**config.mk**
```make
export PLATFORM = sky130hd
export DESIGN_NAME = rs485_dir_ctl
export DESIGN_NICKNAME = d
export VERILOG_FILES = /design/src/rtl/rs485_dir_ctl.sv
export SDC_FILE = /design/constraint.sdc
export NUM_CORES = 1
export LEC_CHECK = 0
export ABC_AREA = 1
export ABC_CLOCK_PERIOD_IN_PS = 800
export BUFFER_PORTS_ARGS = -buffer_cell sky130_fd_sc_hd__buf_4
export CAP_MARGIN = 10
export CORE_AREA = 2 2 39 41
export DETAILED_ROUTE_END_ITERATION = 6
export DIE_AREA = 0 0 41 43
export PLACE_DENSITY_LB_ADDON = 0.08
export SLEW_MARGIN = 0
export SYNTH_ARGS = -nofsm -noshare
export SYNTH_HDL_FRONTEND = slang
export SYNTH_SLANG_ARGS = --single-unit
```
**constraint.sdc**
```tcl
create_clock -name clk -period 0.8 [get_ports clk]
set_input_delay 0.12 -clock clk [delete_from_list [all_inputs] [get_ports clk]]
set_output_delay 0.12 -clock clk [all_outputs]
set_load 0.05 [all_outputs]
```
**src/rtl/rs485_dir_ctl.sv**
```systemverilog
module rs485_dir_ctl #(
  parameter int GUARD = 1
) (
  input  logic clk,
  input  logic rst_n,
  input  logic cfg_we,
  input  logic cfg_auto,
  input  logic pin_auto,
  input  logic thr_load,
  input  logic fifo_empty,
  input  logic tsr_busy,
  input  logic stop_done,
  output logic drv_en,
  output logic tx_start_ok,
  output logic tx_irq
);
  localparam int GW = (GUARD < 1) ? 1 : $clog2(GUARD + 1);
  localparam logic [GW-1:0] GMAX = GW'(GUARD);

  logic          auto_bit;
  logic          dir;
  logic [GW-1:0] cnt;
  logic          auto_on;

  assign auto_on = auto_bit | pin_auto;

  always_ff @(posedge clk or negedge rst_n)
    if (!rst_n)      auto_bit <= 1'b0;
    else if (cfg_we) auto_bit <= cfg_auto;

  always_ff @(posedge clk or negedge rst_n)
    if (!rst_n)                        dir <= 1'b0;
    else if (!auto_on)                 dir <= 1'b0;
    else if (thr_load)                 dir <= 1'b1;
    else if (stop_done && fifo_empty)  dir <= 1'b0;

  always_ff @(posedge clk or negedge rst_n)
    if (!rst_n)               cnt <= '0;
    else if (!auto_on || !dir) cnt <= '0;
    else if (cnt != GMAX)     cnt <= cnt + 1'b1;

  assign drv_en      = dir;
  assign tx_start_ok = auto_on ? (dir && cnt == GMAX) : 1'b1;
  assign tx_irq      = fifo_empty && !(auto_on && tsr_busy);
endmodule


```
==> out/results.ini, run 1 <==
[status]
status=complete, but fails checks
violations=negative setup slack

[die]
core-area_um2=1380
ios=12
dieArea_um2=1760
rows=14
die_h_um=43
die_w_um=41
initial_core_util_pct=10.8

[critical_path]
startpoint=auto_bit
critPathMaxFanout=3
cp.arrival_ns=1.05
cp-end-kind=primary output
worstPathRequired_ns=0.68
worstSetupPathType=reg -> out
path_cells=inv_2 > nand2_4 > a21boi_4 > buf_6
slowest_delay_ns=0.38
crit_family=flip-flops
crit_buf_inv=2
worstSetupStartpointType=flip-flop
cp_slowest_cell=dfrtp_1
r2r-start=auto_bit

[timing]
clock.fmax_ghz=0.856
grt_setup_unrepaired=yes
finalHoldViolations=0
fin_ws_ns=-0.368
fin_worst_skew_ns=0.00000318
min_period_ns=1.17
setup-violations-final=5
relSlewSlack_pct=93.0
slew_viol_final=0
tightestPinTransition_ns=0.105
period_share_pct=146

[worst_hold_path]
worstHoldPathType=in -> reg
hold_start=cfg_we

[power_and_ir_drop]
swShare_pct=30.2
p_seq_share_pct=24.9
p_comb_share_pct=39.4
pwr-share-clk_pct=35.7
p_sw_mw=0.221
leakagePower_nw=0.204
p_int_mw=0.510
power_density_nw_per_um2=1840
ir_drop_mv=0.684

[grt]
grt_use_total_pct=6.24
grt_pass1_vias=204
antenna_found_initial=0
grt_max_degree=4
grt_overflow_total=0
grt_first_pass_wirelength_um=696

[yosys]
yosysWarningCount=0
seq_area_frac_synth_pct=50.0
syn_nets=25
synth_area_um2=150
synth_cell_types=8
syn_area_per_cell_um2=9.38
ys_ff_latch=3
synth_cells=16

[clock_network]
clk_latency_ns=0.23
cts_made_buffers=3
cts_tree=built
clk_pin_slew_ns=0.04
root_buffer=clkbuf_4
clock_path_buffers=2
cts_sinks=3
htreeDepth=1

[cells_and_area]
layout_commonest_cell=buf_4
fillers=151
most-common-layout-cells=15 x buf_4, 3 x nand2_1, 3 x clkbuf_4
stdcell_area_um2=397
fin_util_pct=28.7
drive_gt1_share_pct=80.0
diodes=0
area_delta_synth_final_pct=164
regArea_um2=76.3
final_nets=50
fin_cells=56
multi_input_area_um2=91.3

[place]
dp.cells=47
port_buffers=11
placed_area_um2=299
gp_congestion=0.606

[detailed_routing]
dr.pass1.iters=1
vias=202
wl_per_cell_um=7.96
via_per_inst=3.61
route.detailed.drc=0
route.antenna.remaining_nets=0
drt-initial-drc-count=0
finalWirelength_um=446

[run]
cap_violations=0

## kinds of logic (layout without fill, tap and decap cells)
| group | after synthesis | after routing | synth area share (%) |
|---|---|---|---|
| AND/OR/NAND/NOR | 8 | 8 | 29.2 |
| AO/OA/AOI/OAI | 3 | 3 | 15.8 |
| flip-flops | 3 | 3 | 50.0 |
| buffers and inverters | 2 | 26 | 5.00 |
## power by group through the flow
| stage | clock network (mW) | registers, mW | logic [mW] |
|---|---|---|---|
| after floorplan | 0 | 0.207 | 0.0948 |
| after CTS | 0.277 | 0.183 | 0.277 |
| final | 0.261 | 0.182 | 0.288 |
| after global routing | 0.300 | 0.184 | 0.306 |
| after detailed placement | 0 | 0.184 | 0.221 |
| after global placement | 0 | 0.183 | 0.221 |
## final timing paths
path	to	slack, ns	depth (start not counted)
worst max-delay path	tx_irq	-0.37	4
worst min-delay path	auto_bit	0.07	2
worst max register to register	auto_bit	-0.13	5
worst min register to register	cnt	0.50	1
max in group asynchronous	drv_en	0.49	2
min in group asynchronous	drv_en	0.21	2
## routing by layer
layer | vias up | global-route usage, % | share of wire, %
met3 | 0 | 1.57 | 8.7
met2 | 11 | 10.0 | 51
li1 | 98 | - | -
met1 | 93 | 5.84 | 40
met4 | 0 | 6.00 | 0
met5 | - | 0 | 0
## state kept, by name, summed over array words and instances (netlist names)
| register | count |
|---|---|
| cnt | 1 |
| auto_bit | 1 |
| drv_en | 1 |
## cells in the mapped netlist, drive strengths merged
master,number,area share [%]
inv,2,5.0
o21a,1,5.0
dfrtp,3,50
a21boi,1,7.5
nand2,7,22
nand3,1,6.7
o21ai,1,3.3
## per-stage QoR
| stage | hold WS, ns | total power, mW | setup WS (ns) | TNS [ns] |
|---|---|---|---|---|
| 6_report | 0.0691 | 0.732 | -0.368 | -1.08 |
| 5_1_grt | 0.0591 | 0.790 | -0.421 | -1.32 |
| 4_1_cts | 0.0610 | 0.737 | -0.387 | -1.17 |
| 3_5_place_dp | -0.0898 | 0.405 | -0.173 | -0.301 |
| 3_3_place_gp | -0.0868 | 0.404 | -0.169 | -0.293 |
| 2_1_floorplan | -0.176 | 0.301 | -0.172 | -0.326 |
## worst register-to-register path: cells and delay by family (launching register included)
family                 cells  cell delay, ns
buffers and inverters      4            0.41
flip-flops                 1            0.35
AO/OA/AOI/OAI              1            0.10
## final cells by class
cell class | count | share of cell area (%)
Clock buffer | 4 | 6.62
Inverter | 2 | 1.89
Multi-Input combinational cell | 11 | 23.0
Sequential cell | 3 | 19.2
Tap cell | 16 | 5.05
Timing Repair Buffer | 20 | 44.2
## repair_timing
item                       in CTS  in global routing
setup endpoints to repair       3                  5
setup buffers                   3                  2
gates resized for setup         7                  2
hold buffers                    1                  0
pin swaps                       3                  3
hold endpoints to repair        3                  0
Note: power is estimated with default switching activity, not from simulation.
==> run 2, diff against run 1 <==
--- a/config.mk
+++ b/config.mk
@@ -12,7 +12,8 @@
 export CORE_AREA = 2 2 39 41
 export DETAILED_ROUTE_END_ITERATION = 6
 export DIE_AREA = 0 0 41 43
-export PLACE_DENSITY_LB_ADDON = 0.08
+export HOLD_SLACK_MARGIN = 0.12
+export PLACE_DENSITY = 0.33
 export SLEW_MARGIN = 0
 export SYNTH_ARGS = -nofsm -noshare
 export SYNTH_HDL_FRONTEND = slang
==> out/results.ini, run 2 (synthesized netlist as in run 1, its figures left out) <==
[grt]
grt_max_degree=4
grt_overflow_total=0
grt_pass1_vias=194
antenna_found_initial=0
grt_first_pass_wirelength_um=690
grt_use_total_pct=6.73

[critical_path]
startpoint=auto_bit
r2r-start=auto_bit
critPathMaxFanout=3
worstSetupPathType=reg -> out
worstPathRequired_ns=0.68
r2r_cells=7
worstSetupStartpointType=flip-flop
cp.arrival_ns=1.05
rrSetupSlack_ns=-0.28
reg2reg_to=drv_en
cp-end-kind=primary output
setup.worst_path.end=tx_irq

[die]
dieArea_um2=1760
rows=14
core-area_um2=1380
ios=12
initial_core_util_pct=10.8
die_h_um=43
die_w_um=41

[timing]
relSlewSlack_pct=93.3
setup_tns_ns=-1.29
setup-violations-final=5
period_share_pct=146
clock.fmax_ghz=0.854
fin_ws_ns=-0.371
grt_setup_unrepaired=yes
min_period_ns=1.17
fin_worst_skew_ns=0.000488
finalHoldViolations=0
slew_viol_final=0
tightestPinTransition_ns=0.101

[clock_network]
clock_path_buffers=2
cts_tree=built
cts_made_buffers=3
root_buffer=clkbuf_4
clk_pin_slew_ns=0.04
htreeDepth=1
cts_sinks=3
clk_latency_ns=0.23

[detailed_routing]
finalWirelength_um=477
vias=206
drt-initial-drc-count=0
route.antenna.remaining_nets=0
dr.pass1.iters=1
wl_per_cell_um=8.22
via_per_inst=3.55
route.detailed.drc=0

[cells_and_area]
diodes=0
fillers=149
most-common-layout-cells=12 x buf_4, 4 x dlygate4sd3_1, 4 x buf_6, 3 x nand2_2, 3 x clkbuf_4
regArea_um2=76.3
area_delta_synth_final_pct=186
layout_commonest_cell=buf_4
drive_gt1_share_pct=76.2
stdcell_area_um2=429
final_nets=52
multi_input_area_um2=93.8

[place]
port_buffers=11
gp_congestion=0.631
placed_area_um2=292

[status]
status=complete, but fails checks
violations=negative setup slack

[power_and_ir_drop]
leakagePower_nw=0.215
ir_drop_mv=0.702
power_density_nw_per_um2=1740

[worst_hold_path]
worstHoldPathType=in -> reg
hold_start=pin_auto

[run]
cap_violations=0

==> run 2: critical path, stage by stage, from the launching register on <==
cell,delay (ns)
dfrtp_1,0.37
inv_2,0.08
nand2_4,0.07
a21boi_4,0.13
buf_6,0.17
==> run 2: worst min path at each step <==
stage | endpoint | slack (ns) | depth (start not counted)
2_1_floorplan | auto_bit | -0.18 | 0
3_3_place_gp | auto_bit | -0.09 | 1
3_5_place_dp | auto_bit | -0.09 | 1
4_1_cts | cnt | 0.13 | 2
5_1_grt | cnt | 0.14 | 2
6_report | cnt | 0.13 | 2
==> run 2: metal layers <==
metal | vias to the layer above | part of all wire, % | global-route usage, %
met5 | - | 0 | 0
met4 | 0 | 5.9 | 12.0
li1 | 103 | - | -
met3 | 4 | 12 | 1.57
met1 | 85 | 40 | 6.13
met2 | 14 | 43 | 8.44
==> run 2: area by class of cell <==
type	instances	area share (%)
well taps	16	4.66
flip-flops and latches	3	17.8
repair buffers	22	47.8
clock buffers	4	6.12
multi-input cells	11	21.9
inverters	2	1.75
==> run 2: what timing repair did <==
item                                    in CTS  in global routing
pin swaps                                    1                  1
endpoints found under the setup margin       4                  5
resized for setup                           10                  2
hold buffers                                 4                  0
setup buffers                                2                  2
hold endpoints to repair                     5                  0
==> run 2: stage by stage <==
stage               power, mW  hold slack, ns  std cells  setup slack, ns  utilization [%]
floorplan               0.301          -0.176         16           -0.172                -
global placement        0.394         -0.0897         46           -0.146             21.1
detailed placement      0.398         -0.0884         46           -0.156             21.1
CTS                     0.746           0.132         56           -0.383             29.4
global route            0.799           0.137         58           -0.427             31.0
finish                  0.746           0.129         58           -0.371             31.0
==> run 2: power breakdown <==
| group | total, mW | switching (mW) | leakage [nW] | internal [mW] |
|---|---|---|---|---|
| Combinational | 0.296 | 0.137 | 0.165 | 0.159 |
| Sequential | 0.184 | 0.0129 | 0.0349 | 0.172 |
| Clock | 0.265 | 0.0784 | 0.0150 | 0.187 |
| Total | 0.746 | 0.228 | 0.215 | 0.517 |
==> run 3, diff against run 2 <==
--- a/config.mk
+++ b/config.mk
@@ -6,14 +6,15 @@
 export NUM_CORES = 1
 export LEC_CHECK = 0
 export ABC_AREA = 1
-export ABC_CLOCK_PERIOD_IN_PS = 800
+export ABC_CLOCK_PERIOD_IN_PS = 900
 export BUFFER_PORTS_ARGS = -buffer_cell sky130_fd_sc_hd__buf_4
 export CAP_MARGIN = 10
 export CORE_AREA = 2 2 39 41
 export DETAILED_ROUTE_END_ITERATION = 6
 export DIE_AREA = 0 0 41 43
 export HOLD_SLACK_MARGIN = 0.12
-export PLACE_DENSITY = 0.33
+export PLACE_DENSITY = 0.34
+export RECOVER_POWER = 50
 export SLEW_MARGIN = 0
 export SYNTH_ARGS = -nofsm -noshare
 export SYNTH_HDL_FRONTEND = slang
==> constraint.sdc (replaced) <==
create_clock -name clk -period 0.9 [get_ports clk]
set_input_delay 0.135 -clock clk [delete_from_list [all_inputs] [get_ports clk]]
set_output_delay 0.135 -clock clk [all_outputs]
set_load 0.05 [all_outputs]
==> out/results.ini, run 3 (synthesized netlist as in run 1, its figures left out) <==
[run]
cap_violations=0

[grt]
grt_pass1_vias=189
grt_first_pass_wirelength_um=703
grt_use_total_pct=6.44
grt_overflow_total=0
antenna_found_initial=0
grt_max_degree=5

[critical_path]
cp-end-kind=primary output
crit_family=flip-flops
r2r-start=auto_bit
cp_slowest_cell=dfrtp_1
worstSetupPathType=reg -> out
reg2reg_to=drv_en
slowest_delay_ns=0.38
cp.arrival_ns=1.05
path_cells=inv_2 > nand2_4 > a21boi_4 > buf_6
critPathMaxFanout=3
worstSetupStartpointType=flip-flop
worstPathRequired_ns=0.76
cp.depth=4
rrSetupSlack_ns=-0.08
r2r_cells=6
crit_buf_inv=2

[timing]
setup-violations-final=4
tightestPinTransition_ns=0.176
min_period_ns=1.18
finalHoldViolations=0
slew_viol_final=0
fin_ws_ns=-0.282
grt_setup_unrepaired=yes
fin_worst_skew_ns=0.00244
relSlewSlack_pct=88.3
setup_tns_ns=-0.595
clock.fmax_ghz=0.846
period_share_pct=131

[detailed_routing]
dr.pass1.iters=2
route.antenna.remaining_nets=0
route.detailed.drc=0
drt-initial-drc-count=1
finalWirelength_um=450
wl_per_cell_um=8.04
via_per_inst=3.46
vias=194

[cells_and_area]
area_delta_synth_final_pct=163
final_nets=50
stdcell_area_um2=394
fillers=156
diodes=0
multi_input_area_um2=91.3
regArea_um2=76.3
most-common-layout-cells=12 x buf_4, 3 x nand2_1, 3 x clkbuf_4, 3 x dlygate4sd3_1, 3 x buf_6
drive_gt1_share_pct=72.5
fin_util_pct=28.5
layout_commonest_cell=buf_4

[worst_hold_path]
min_to=auto_bit
hold_depth=3
hold_start=cfg_auto
worstHoldPathType=in -> reg

[clock_network]
clock_path_buffers=2
htreeDepth=1
cts_made_buffers=3
clk_pin_slew_ns=0.03
root_buffer=clkbuf_4
clk_latency_ns=0.23
cts_sinks=3
cts_tree=built

[place]
gp_congestion=0.625
placed_area_um2=284
port_buffers=11

[die]
dieArea_um2=1760
die_w_um=41
die_h_um=43
initial_core_util_pct=10.8
rows=14
core-area_um2=1380
ios=12

[power_and_ir_drop]
ir_drop_mv=0.992
power_density_nw_per_um2=1610
leakagePower_nw=0.198

[status]
violations=negative setup slack
status=complete, but fails checks

[run 3: how the worst max path moves through the flow]
stage / end / slack (ns) / from
after floorplan: tx_irq / -0.09 / auto_bit
after global placement: tx_irq / -0.07 / auto_bit
after detailed placement: tx_irq / -0.08 / auto_bit
after CTS: tx_irq / -0.30 / auto_bit
after global routing: tx_irq / -0.34 / auto_bit
final: tx_irq / -0.28 / auto_bit
[run 3: what timing repair did]
item | 4_1_cts | 5_1_grt
pin swaps | 1 | 2
endpoints found under the setup margin | 3 | 5
setup buffers | 2 | 2
resized for setup | 5 | 3
hold endpoints to repair | 5 | 0
hold buffers | 3 | 0
[run 3: layer usage]
layer  GRT usage (%)  share of wire (%)
met5               0                  0
met4            2.00                  0
met3            6.81                 18
met2            7.50                 38
met1            7.77                 44
[run 3: through the flow]
stage / total power [mW] / cells / hold WS [ns] / setup WS [ns]
final: 0.634 / 56 / 0.117 / -0.282
after global routing: 0.680 / 56 / 0.139 / -0.344
after CTS: 0.632 / 54 / 0.139 / -0.304
after detailed placement: 0.345 / 45 / -0.0715 / -0.0807
after global placement: 0.341 / 45 / -0.0757 / -0.0665
after floorplan: 0.268 / 16 / -0.161 / -0.0873
[run 3: area by class of cell]
| cell class | count | area share [%] |
|---|---|---|
| flip-flops and latches | 3 | 19.4 |
| multi-input cells | 11 | 23.2 |
| clock buffers | 4 | 6.67 |
| inverters | 2 | 1.90 |
| well taps | 16 | 5.08 |
| repair buffers | 20 | 43.8 |
[run 3: where the power goes]
| group | internal [mW] | switching, mW |
|---|---|---|
| registers | 0.152 | 0.0134 |
| logic | 0.123 | 0.115 |
| clock network | 0.166 | 0.0639 |
[run 3: worst reg2reg max path: cells and delay by family, from the launching register on]
kind	cells	cell delay [ns]
flops	1	0.38
buf+inv	3	0.32
simple gates	3	0.16
